[config.mk]
export PLATFORM = sky130hd
export DESIGN_NAME = gpio_flag_ctrl
export DESIGN_NICKNAME = d
export VERILOG_FILES = /design/src/rtl/gpio_flag_pkg.sv /design/src/rtl/gpio_flag_sync.sv /design/src/rtl/gpio_flag_regs.sv /design/src/rtl/gpio_flag_event.sv /design/src/rtl/gpio_flag_ctrl.sv
export SDC_FILE = /design/constraint.sdc
export NUM_CORES = 1
export LEC_CHECK = 0
export BUFFER_PORTS_ARGS = -buffer_cell sky130_fd_sc_hd__buf_2
export CAP_MARGIN = 20
export CELL_PAD_IN_SITES_DETAIL_PLACEMENT = 0
export CELL_PAD_IN_SITES_GLOBAL_PLACEMENT = 1
export CORE_MARGIN = 4
export CORE_UTILIZATION = 39
export CTS_CLUSTER_DIAMETER = 60
export DETAILED_ROUTE_END_ITERATION = 10
export PLACE_DENSITY_LB_ADDON = 0.1
export SLEW_MARGIN = 25
export SYNTH_ARGS = -nofsm -noshare
export SYNTH_HDL_FRONTEND = slang
export SYNTH_SLANG_ARGS = --single-unit
[constraint.sdc]
create_clock -name clk -period 1.85 [get_ports clk]
set_input_delay 0.0925 -clock clk [delete_from_list [all_inputs] [get_ports clk]]
set_output_delay 0.0925 -clock clk [all_outputs]
set_load 0.01 [all_outputs]
[src/rtl/gpio_flag_pkg.sv]
package gpio_flag_pkg;
    localparam int ADDR_W = 4;
    localparam logic [ADDR_W-1:0] A_DIR   = 4'd0;
    localparam logic [ADDR_W-1:0] A_OSET  = 4'd1;
    localparam logic [ADDR_W-1:0] A_OCLR  = 4'd2;
    localparam logic [ADDR_W-1:0] A_STAT  = 4'd3;
    localparam logic [ADDR_W-1:0] A_MSET  = 4'd4;
    localparam logic [ADDR_W-1:0] A_MCLR  = 4'd5;
    localparam logic [ADDR_W-1:0] A_SENSE = 4'd6;
    localparam logic [ADDR_W-1:0] A_BOTH  = 4'd7;
    localparam logic [ADDR_W-1:0] A_PEND  = 4'd8;
endpackage

[src/rtl/gpio_flag_sync.sv]
module gpio_flag_sync #(
    parameter int NUM_PINS = 48
) (
    input  logic                clk,
    input  logic                rst_n,
    input  logic [NUM_PINS-1:0] raw_in,
    output logic [NUM_PINS-1:0] sync_out
);
    typedef struct packed {
        logic [NUM_PINS-1:0] stage1;
        logic [NUM_PINS-1:0] stage2;
    } sync_t;

    sync_t sync_d, sync_q;

    always_comb begin
        sync_d        = sync_q;
        sync_d.stage1 = raw_in;
        sync_d.stage2 = sync_q.stage1;
    end

    always_ff @(posedge clk) begin
        if (!rst_n) sync_q <= '0;
        else        sync_q <= sync_d;
    end

    assign sync_out = sync_q.stage2;
endmodule

[src/rtl/gpio_flag_regs.sv]
module gpio_flag_regs
    import gpio_flag_pkg::*;
#(
    parameter int NUM_PINS = 48
) (
    input  logic                clk,
    input  logic                rst_n,
    input  logic                wr,
    input  logic [ADDR_W-1:0]   addr,
    input  logic [NUM_PINS-1:0] wdata,
    output logic [NUM_PINS-1:0] dir,
    output logic [NUM_PINS-1:0] latch,
    output logic [NUM_PINS-1:0] mask,
    output logic [NUM_PINS-1:0] edge_sel,
    output logic [NUM_PINS-1:0] both_sel
);
    typedef struct packed {
        logic [NUM_PINS-1:0] dir;
        logic [NUM_PINS-1:0] latch;
        logic [NUM_PINS-1:0] mask;
        logic [NUM_PINS-1:0] edge_sel;
        logic [NUM_PINS-1:0] both_sel;
    } cfg_t;

    cfg_t cfg_d, cfg_q;

    always_comb begin
        cfg_d = cfg_q;
        if (wr) begin
            case (addr)
                A_DIR:   cfg_d.dir      = wdata;
                A_OSET:  cfg_d.latch    = cfg_q.latch | wdata;
                A_OCLR:  cfg_d.latch    = cfg_q.latch & ~wdata;
                A_MSET:  cfg_d.mask     = cfg_q.mask | wdata;
                A_MCLR:  cfg_d.mask     = cfg_q.mask & ~wdata;
                A_SENSE: cfg_d.edge_sel = wdata;
                A_BOTH:  cfg_d.both_sel = wdata;
                default: ;
            endcase
        end
    end

    always_ff @(posedge clk) begin
        if (!rst_n) cfg_q <= '0;
        else        cfg_q <= cfg_d;
    end

    assign dir      = cfg_q.dir;
    assign latch    = cfg_q.latch;
    assign mask     = cfg_q.mask;
    assign edge_sel = cfg_q.edge_sel;
    assign both_sel = cfg_q.both_sel;
endmodule

[src/rtl/gpio_flag_event.sv]
module gpio_flag_event #(
    parameter int NUM_PINS = 48
) (
    input  logic                clk,
    input  logic                rst_n,
    input  logic [NUM_PINS-1:0] flag,
    input  logic [NUM_PINS-1:0] edge_sel,
    input  logic [NUM_PINS-1:0] both_sel,
    input  logic [NUM_PINS-1:0] mask,
    input  logic [NUM_PINS-1:0] clr,
    output logic [NUM_PINS-1:0] pend,
    output logic                irq
);
    typedef struct packed {
        logic [NUM_PINS-1:0] prev;
        logic [NUM_PINS-1:0] pend;
        logic                irq;
    } evt_t;

    evt_t evt_d, evt_q;
    logic [NUM_PINS-1:0] pend_nxt;

    for (genvar i = 0; i < NUM_PINS; i++) begin : g_pin
        logic rise, fall, hit, held;
        assign rise = flag[i] & ~evt_q.prev[i];
        assign fall = ~flag[i] & evt_q.prev[i];
        assign hit  = rise | (both_sel[i] & fall);
        assign held = evt_q.pend[i] & ~clr[i];
        // Edge pins latch until cleared; a new event beats a clear in the same cycle.
        assign pend_nxt[i] = edge_sel[i] ? (held | hit) : flag[i];
    end

    always_comb begin
        evt_d      = evt_q;
        evt_d.prev = flag;
        evt_d.pend = pend_nxt;
        evt_d.irq  = |(pend_nxt & mask);
    end

    always_ff @(posedge clk) begin
        if (!rst_n) evt_q <= '0;
        else        evt_q <= evt_d;
    end

    assign pend = evt_q.pend;
    assign irq  = evt_q.irq;
endmodule

[src/rtl/gpio_flag_ctrl.sv]
module gpio_flag_ctrl
    import gpio_flag_pkg::*;
#(
    parameter int NUM_PINS = 48
) (
    input  logic                clk,
    input  logic                rst_n,
    input  logic                bus_wr,
    input  logic [ADDR_W-1:0]   bus_addr,
    input  logic [NUM_PINS-1:0] bus_wdata,
    output logic [NUM_PINS-1:0] bus_rdata,
    input  logic [NUM_PINS-1:0] pin_in,
    output logic [NUM_PINS-1:0] pin_out,
    output logic [NUM_PINS-1:0] pin_oe,
    output logic                irq
);
    logic [NUM_PINS-1:0] dir_w, latch_w, mask_w, sense_w, both_w;
    logic [NUM_PINS-1:0] sync_w, flag_w, pend_w, clr_w;

    gpio_flag_sync #(.NUM_PINS(NUM_PINS)) u_sync (
        .clk      (clk),
        .rst_n    (rst_n),
        .raw_in   (pin_in),
        .sync_out (sync_w)
    );

    gpio_flag_regs #(.NUM_PINS(NUM_PINS)) u_regs (
        .clk      (clk),
        .rst_n    (rst_n),
        .wr       (bus_wr),
        .addr     (bus_addr),
        .wdata    (bus_wdata),
        .dir      (dir_w),
        .latch    (latch_w),
        .mask     (mask_w),
        .edge_sel (sense_w),
        .both_sel (both_w)
    );

    // Output pins see their own latch, so software changes feed the same detector.
    assign flag_w = (dir_w & latch_w) | (~dir_w & sync_w);
    assign clr_w  = (bus_wr && bus_addr == A_PEND) ? bus_wdata : '0;

    gpio_flag_event #(.NUM_PINS(NUM_PINS)) u_event (
        .clk      (clk),
        .rst_n    (rst_n),
        .flag     (flag_w),
        .edge_sel (sense_w),
        .both_sel (both_w),
        .mask     (mask_w),
        .clr      (clr_w),
        .pend     (pend_w),
        .irq      (irq)
    );

    always_comb begin
        case (bus_addr)
            A_DIR:          bus_rdata = dir_w;
            A_OSET, A_OCLR: bus_rdata = latch_w;
            A_STAT:         bus_rdata = flag_w;
            A_MSET, A_MCLR: bus_rdata = mask_w;
            A_SENSE:        bus_rdata = sense_w;
            A_BOTH:         bus_rdata = both_w;
            A_PEND:         bus_rdata = pend_w;
            default:        bus_rdata = '0;
        endcase
    end

    assign pin_out = latch_w;
    assign pin_oe  = dir_w;
endmodule

==> results.json, run 1 <==
{
  "outcome": "finished with violations",
  "failed_checks": "negative setup slack",
  "slowest_stage": "a222oi_1",
  "synth.top_cell.area_share_pct": 47.3,
  "crit_required_ps": 1760,
  "p_total_mw": 21.3,
  "layout-drive-gt1-share_pct": 27.2,
  "fin_nets": 2759,
  "initial_core_util_pct": 39.4,
  "skew_ps": 12.8,
  "timing.final.max_slew_violations": 0,
  "ant_nets": 0,
  "crit_type": "reg2out",
  "topRoutingLayerUsed": "met5",
  "fmax_mhz": 516,
  "whs_ps": 22.5,
  "clk_path_buf_depth": 3,
  "finalHoldViolations": 0,
  "synth-async-reset-ratio_pct": 0,
  "cap_violations": 0,
  "yosys_register_bits": 433,
  "first_global_vias": 18180,
  "path_buf_inv": 2,
  "clock-sinks": 433,
  "core_mm2": 0.0465,
  "crit_path_start_kind": "register",
  "path_cells": "buf_4 > a222oi_1 > o2111ai_1 > buf_2",
  "die-height_um": 225,
  "overflow": 0,
  "dr_wl_met2_mm": 35.7,
  "setup_ws_ps": -86.4,
  "cp_max_fo": 3,
  "synth_warnings": 0,
  "slowest_delay_ps": 330,
  "timing.final.crit_share_pct": 105,
  "p_leak_nw": 10.2,
  "port_buffers": 247,
  "dieWidth_um": 225,
  "cts_tree": "built",
  "yosysTopAreaCell": "dfxtp_1",
  "syn_avg_cell_area_um2": 8.42,
  "rows": 79,
  "die_area_mm2": 0.0505,
  "drc": 0,
  "routed_via_density": 5.78,
  "area_delta_synth_final_pct": 37.4,
  "ir_drop_uv": 730,
  "cts_inserted_buffers": 51,
  "met3_length_mm": 5.64,
  "ys_types": 37,
  "hpwl_mm": 52.7,
  "rsz0062_at_grt": "yes",
  "postSynthCellCount": 2176,
  "grt_max_degree": 79,
  "crit_path_end_kind": "output pin",
  "tightest_slew_ps": 757,
  "wl_mm": 77.4,
  "fin_crit_ps": 1940,
  "final-setup-viol-count": 10,
  "ys.flop_type": "dfxtp_1",
  "initialDrtViolationCount": 2138,
  "cts-root-buf": "clkbuf_16",
  "track_usage_pct": 29.5,
  "arrival_ps": 1840,
  "grt_pass1_wl_mm": 115,
  "antenna_found_initial": 2,
  "ys_seq_area_share_pct": 47.3,
  "dr.pass1.iters": 9,
  "worst_skew_pair.late_latency_ps": 600,
  "yosysMostFrequentCell": "dfxtp_1",
  "clk_pin_slew_ps": 60,
  "via_count": 19087,
  "syn_area_mm2": 0.0183,
  "powerDensity_mw_per_mm2": 846,
  "hold_path.class": "in2reg",
  "setup_tns_ps": -250,
  "gp_congestion": 0.928,
  "synth_edf_count": 0,
  "cp_top_family": "compound AO/OA/AOI/OAI gates",
  "io_pins": 248,
  "met1_length_mm": 33.5,
  "wl_per_cell_um": 23.5,
  "synth_nets": 2279,
  "synth_commonest_cells": "dfxtp_1, nand2_1, a21oi_1, clkbuf_1, and2_1",
  "relSlewSlack_pct": 49.5,
  "htree_levels": 2,
  "synth_top_cells_by_area": "dfxtp_1, a21oi_1, nand2_1"
}
[layout make-up]
type / instances / area [um2]
Fill cell: 4367 / 21300
Multi-Input combinational cell: 1536 / 9160
Sequential cell: 433 / 8730
Timing Repair Buffer: 632 / 4920
Clock buffer: 74 / 1450
Tap cell: 607 / 759
Clock inverter: 16 / 116
Inverter: 2 / 15.0
Antenna cell: 1 / 2.50
[where the power goes]
part / switching (mW) / internal, mW / total (mW)
sequential: 0.167 / 9.57 / 9.74
combinational: 1.10 / 0.815 / 1.91
clock: 4.07 / 5.56 / 9.63
total: 5.33 / 15.9 / 21.3
[cells in the final DEF (no fill, tap or decap), types with 20 or more instances in the layout]
| cell | count |
|---|---|
| a211oi_1 | 48 |
| a21o_1 | 32 |
| a21oi_1 | 282 |
| a222oi_1 | 47 |
| a22oi_1 | 65 |
| a311oi_1 | 50 |
| a31oi_1 | 67 |
| and2_1 | 139 |
| buf_12 | 37 |
| buf_2 | 242 |
| buf_4 | 235 |
| buf_6 | 22 |
| clkbuf_16 | 51 |
| dfxtp_1 | 390 |
| dfxtp_2 | 40 |
| dlygate4sd3_1 | 96 |
| mux2i_1 | 67 |
| mux2i_2 | 20 |
| nand2_1 | 375 |
| nand3_1 | 109 |
| nand4_1 | 24 |
| nor2_1 | 96 |
[tightest hold or removal path: cells and delay by family]
family | cells | cell delay (ps)
buffers and inverters | 2 | 310
AOI/OAI and AO/OA | 1 | 160
[cells by family (layout without fill, tap and decap cells)]
family,after synthesis,in the layout,share of synthesized area (%)
other,0,1,0
muxes,90,90,4.92
xor gates and xnor gates,1,1,0.0478
AOI/OAI and AO/OA,630,630,22.6
buffers and inverters,207,724,4.47
and+or+nand+nor,815,815,20.7
DFF,433,433,47.3
[through the flow]
stage | area (um2) | utilization, % | std cells | setup slack (ps)
finish | 25200 | 54.2 | 3301 | -86.4
global route | 25200 | 54.2 | 3301 | -127
CTS | 24700 | 53.2 | 3281 | -96.2
detailed placement | 22000 | 47.3 | 3086 | -291
global placement | 22000 | 47.3 | 3086 | -270
floorplan | 18300 | - | 2176 | 11.1
[worst paths after layout]
| path | start | to | slack [ps] | cells after the start |
|---|---|---|---|---|
| max | register | bus_rdata[21] | -90 | 4 |
| min reg2reg | u_sync.sync_d[18]$_SDFF_PN0_ | u_sync.sync_out[18]$_SDFF_PN0_ | 430 | 1 |
| min | rst_n | u_regs.edge_sel[5]$_SDFFE_PN0P_ | 20 | 3 |
| max reg2reg | u_regs.dir[25]$_SDFFE_PN0P_ | u_event.irq$_SDFF_PN0_ | -60 | 7 |
[per-layer routing]
metal	vias up	track usage (%)
li1	8794	-
met1	9324	40.2
met2	815	47.8
met3	152	4.92
met4	2	9.94
met5	-	0
[what timing repair did]
item | in CTS | in global routing
hold buffers | 96 | 0
buffers inserted | 14 | 19
hold endpoints to repair | 308 | 0
resized for setup | 52 | 86
endpoints found under the setup margin | 35 | 38
pin swaps | 25 | 39
No activity file was read; power rests on OpenSTA's default activity.
==> run 2: changes to the inputs <==
Clock period 1.85 ns to 1.7 ns, I/O delays scaled along.
==> results.json, run 2 (same netlist as run 1, synthesis figures left out) <==
{
  "outcome": "finished with violations",
  "failed_checks": "negative setup slack",
  "dr.pass1.iters": 6,
  "layout_common_cells": "nand2_1, dfxtp_1, buf_4, a21oi_1, buf_2",
  "port_buffers": 247,
  "placed_area_mm2": 0.0229,
  "crit_type": "reg2out",
  "crit_top_cell": "buf_6",
  "path_buf_inv": 3,
  "die-height_um": 225,
  "rows": 79,
  "cp.depth": 7,
  "hold_path_depth": 4,
  "clk_path_buf_depth": 3,
  "die_area_mm2": 0.0505,
  "ir_drop_uv": 994,
  "slowest_delay_ps": 330,
  "relSlewSlack_pct": 53.3,
  "place_ws_ps": -621,
  "fin_nets": 2910,
  "finalHoldViolations": 0,
  "rr_worst_depth": 8,
  "hold_path.class": "in2reg",
  "cts-root-buf": "clkbuf_16",
  "cp_max_fo": 2,
  "slowest_stage": "dfxtp_2",
  "first_global_vias": 18831,
  "fmax_mhz": 512,
  "final_common_cell": "nand2_1",
  "crit_path_end_kind": "output pin",
  "worst_skew_pair.late_latency_ps": 600,
  "skew_ps": 22.6,
  "drc": 0,
  "p_leak_nw": 11.1,
  "io_pins": 248,
  "routed_via_density": 5.71,
  "cap_violations": 0,
  "fin_crit_ps": 1950,
  "grt_pass1_wl_mm": 118,
  "initial_core_util_pct": 39.4,
  "clk_pin_slew_ps": 60,
  "clock-sinks": 433,
  "cp_top_family": "buffers and inverters",
  "rsz0062_at_grt": "yes",
  "cts_inserted_buffers": 50,
  "antenna_found_initial": 1,
  "wl_per_cell_um": 23.0,
  "core_mm2": 0.0465,
  "path_cells": "mux2i_1 > buf_4 > buf_6 > nor2_4 > a21oi_2 > nand3_2 > buf_6",
  "track_usage_pct": 30.2,
  "layout-drive-gt1-share_pct": 34.4,
  "timing.final.max_slew_violations": 0,
  "gp_congestion": 0.949,
  "final-setup-viol-count": 33,
  "wl_mm": 79.2,
  "crit_path_start_kind": "register",
  "arrival_ps": 1870,
  "htree_levels": 2,
  "setup_ws_ps": -255,
  "crit_required_ps": 1620,
  "timing.final.crit_share_pct": 115,
  "area_delta_synth_final_pct": 47.9,
  "via_count": 19688,
  "diodes": 0,
  "grt_max_degree": 107,
  "powerDensity_mw_per_mm2": 869,
  "cts_tree": "built",
  "hpwl_mm": 54.8,
  "tightest_slew_ps": 701,
  "dieWidth_um": 225,
  "overflow": 0,
  "ant_nets": 0,
  "stdcell_area_mm2": 0.0271,
  "initialDrtViolationCount": 2108
}
[run 2: what timing repair did]
action	4_1_cts	5_1_grt
pin swaps	74	41
resized for setup	188	105
hold buffers	97	0
hold endpoints to repair	307	0
gates cloned	1	0
endpoints found under the setup margin	49	49
buffers inserted	63	16
[run 2: path summary, 6_finish.rpt]
path                                                  start                       endpoint  slack [ps]
worst min-delay path                            bus_addr[0]                       register         100
worst min register to register  u_sync.sync_d[4]$_SDFF_PN0_  u_sync.sync_out[4]$_SDFF_PN0_         420
worst max-delay path            u_regs.dir[22]$_SDFFE_PN0P_                  bus_rdata[22]        -250
worst max register to register  u_regs.dir[12]$_SDFFE_PN0P_         u_event.irq$_SDFF_PN0_        -180
[run 2: layout make-up]
type                            instances  area (um2)
Clock buffer                           79        1530
Tap cell                              607         759
Sequential cell                       433        8770
Fill cell                            4147       19400
Multi-Input combinational cell       1536        9570
Clock inverter                          9        80.1
Timing Repair Buffer                  784        6360
Inverter                                2        15.0
[run 2: worst reg2reg max path: stages, from the launching register on]
cell,delay [ps]
dfxtp_4,350
mux2i_4,190
buf_6,130
mux2i_4,190
a22oi_2,150
buf_4,150
nand4_1,110
nor4_2,300
a41oi_2,150
[run 2: where the power goes]
part	leakage [nW]	switching (mW)	internal [mW]
Combinational	6.78	1.28	1.06
Clock	0.794	4.33	6.28
Sequential	3.56	0.168	10.4
[run 2: through the flow]
stage | util, % | instances | power, mW | hold slack (ps) | setup TNS (ps)
after CTS | 57.2 | 3439 | 23.6 | 60.9 | -4090
after detailed placement | 49.2 | 3195 | 12.7 | 294 | -40570
after global routing | 58.3 | 3450 | 24.2 | 115 | -5920
final | 58.3 | 3450 | 23.5 | 102 | -3220
after global placement | 49.2 | 3195 | 12.7 | 289 | -39420
after floorplan | - | 2176 | 11.6 | 207 | -39.6
[run 2: per-layer routing]
layer,global-route usage (%),wire (um),vias to the layer above
met2,49.4,37000,864
met4,10.8,3030,2
li1,-,-,9090
met5,0,7,-
met1,40.2,32800,9550
met3,5.64,6410,182
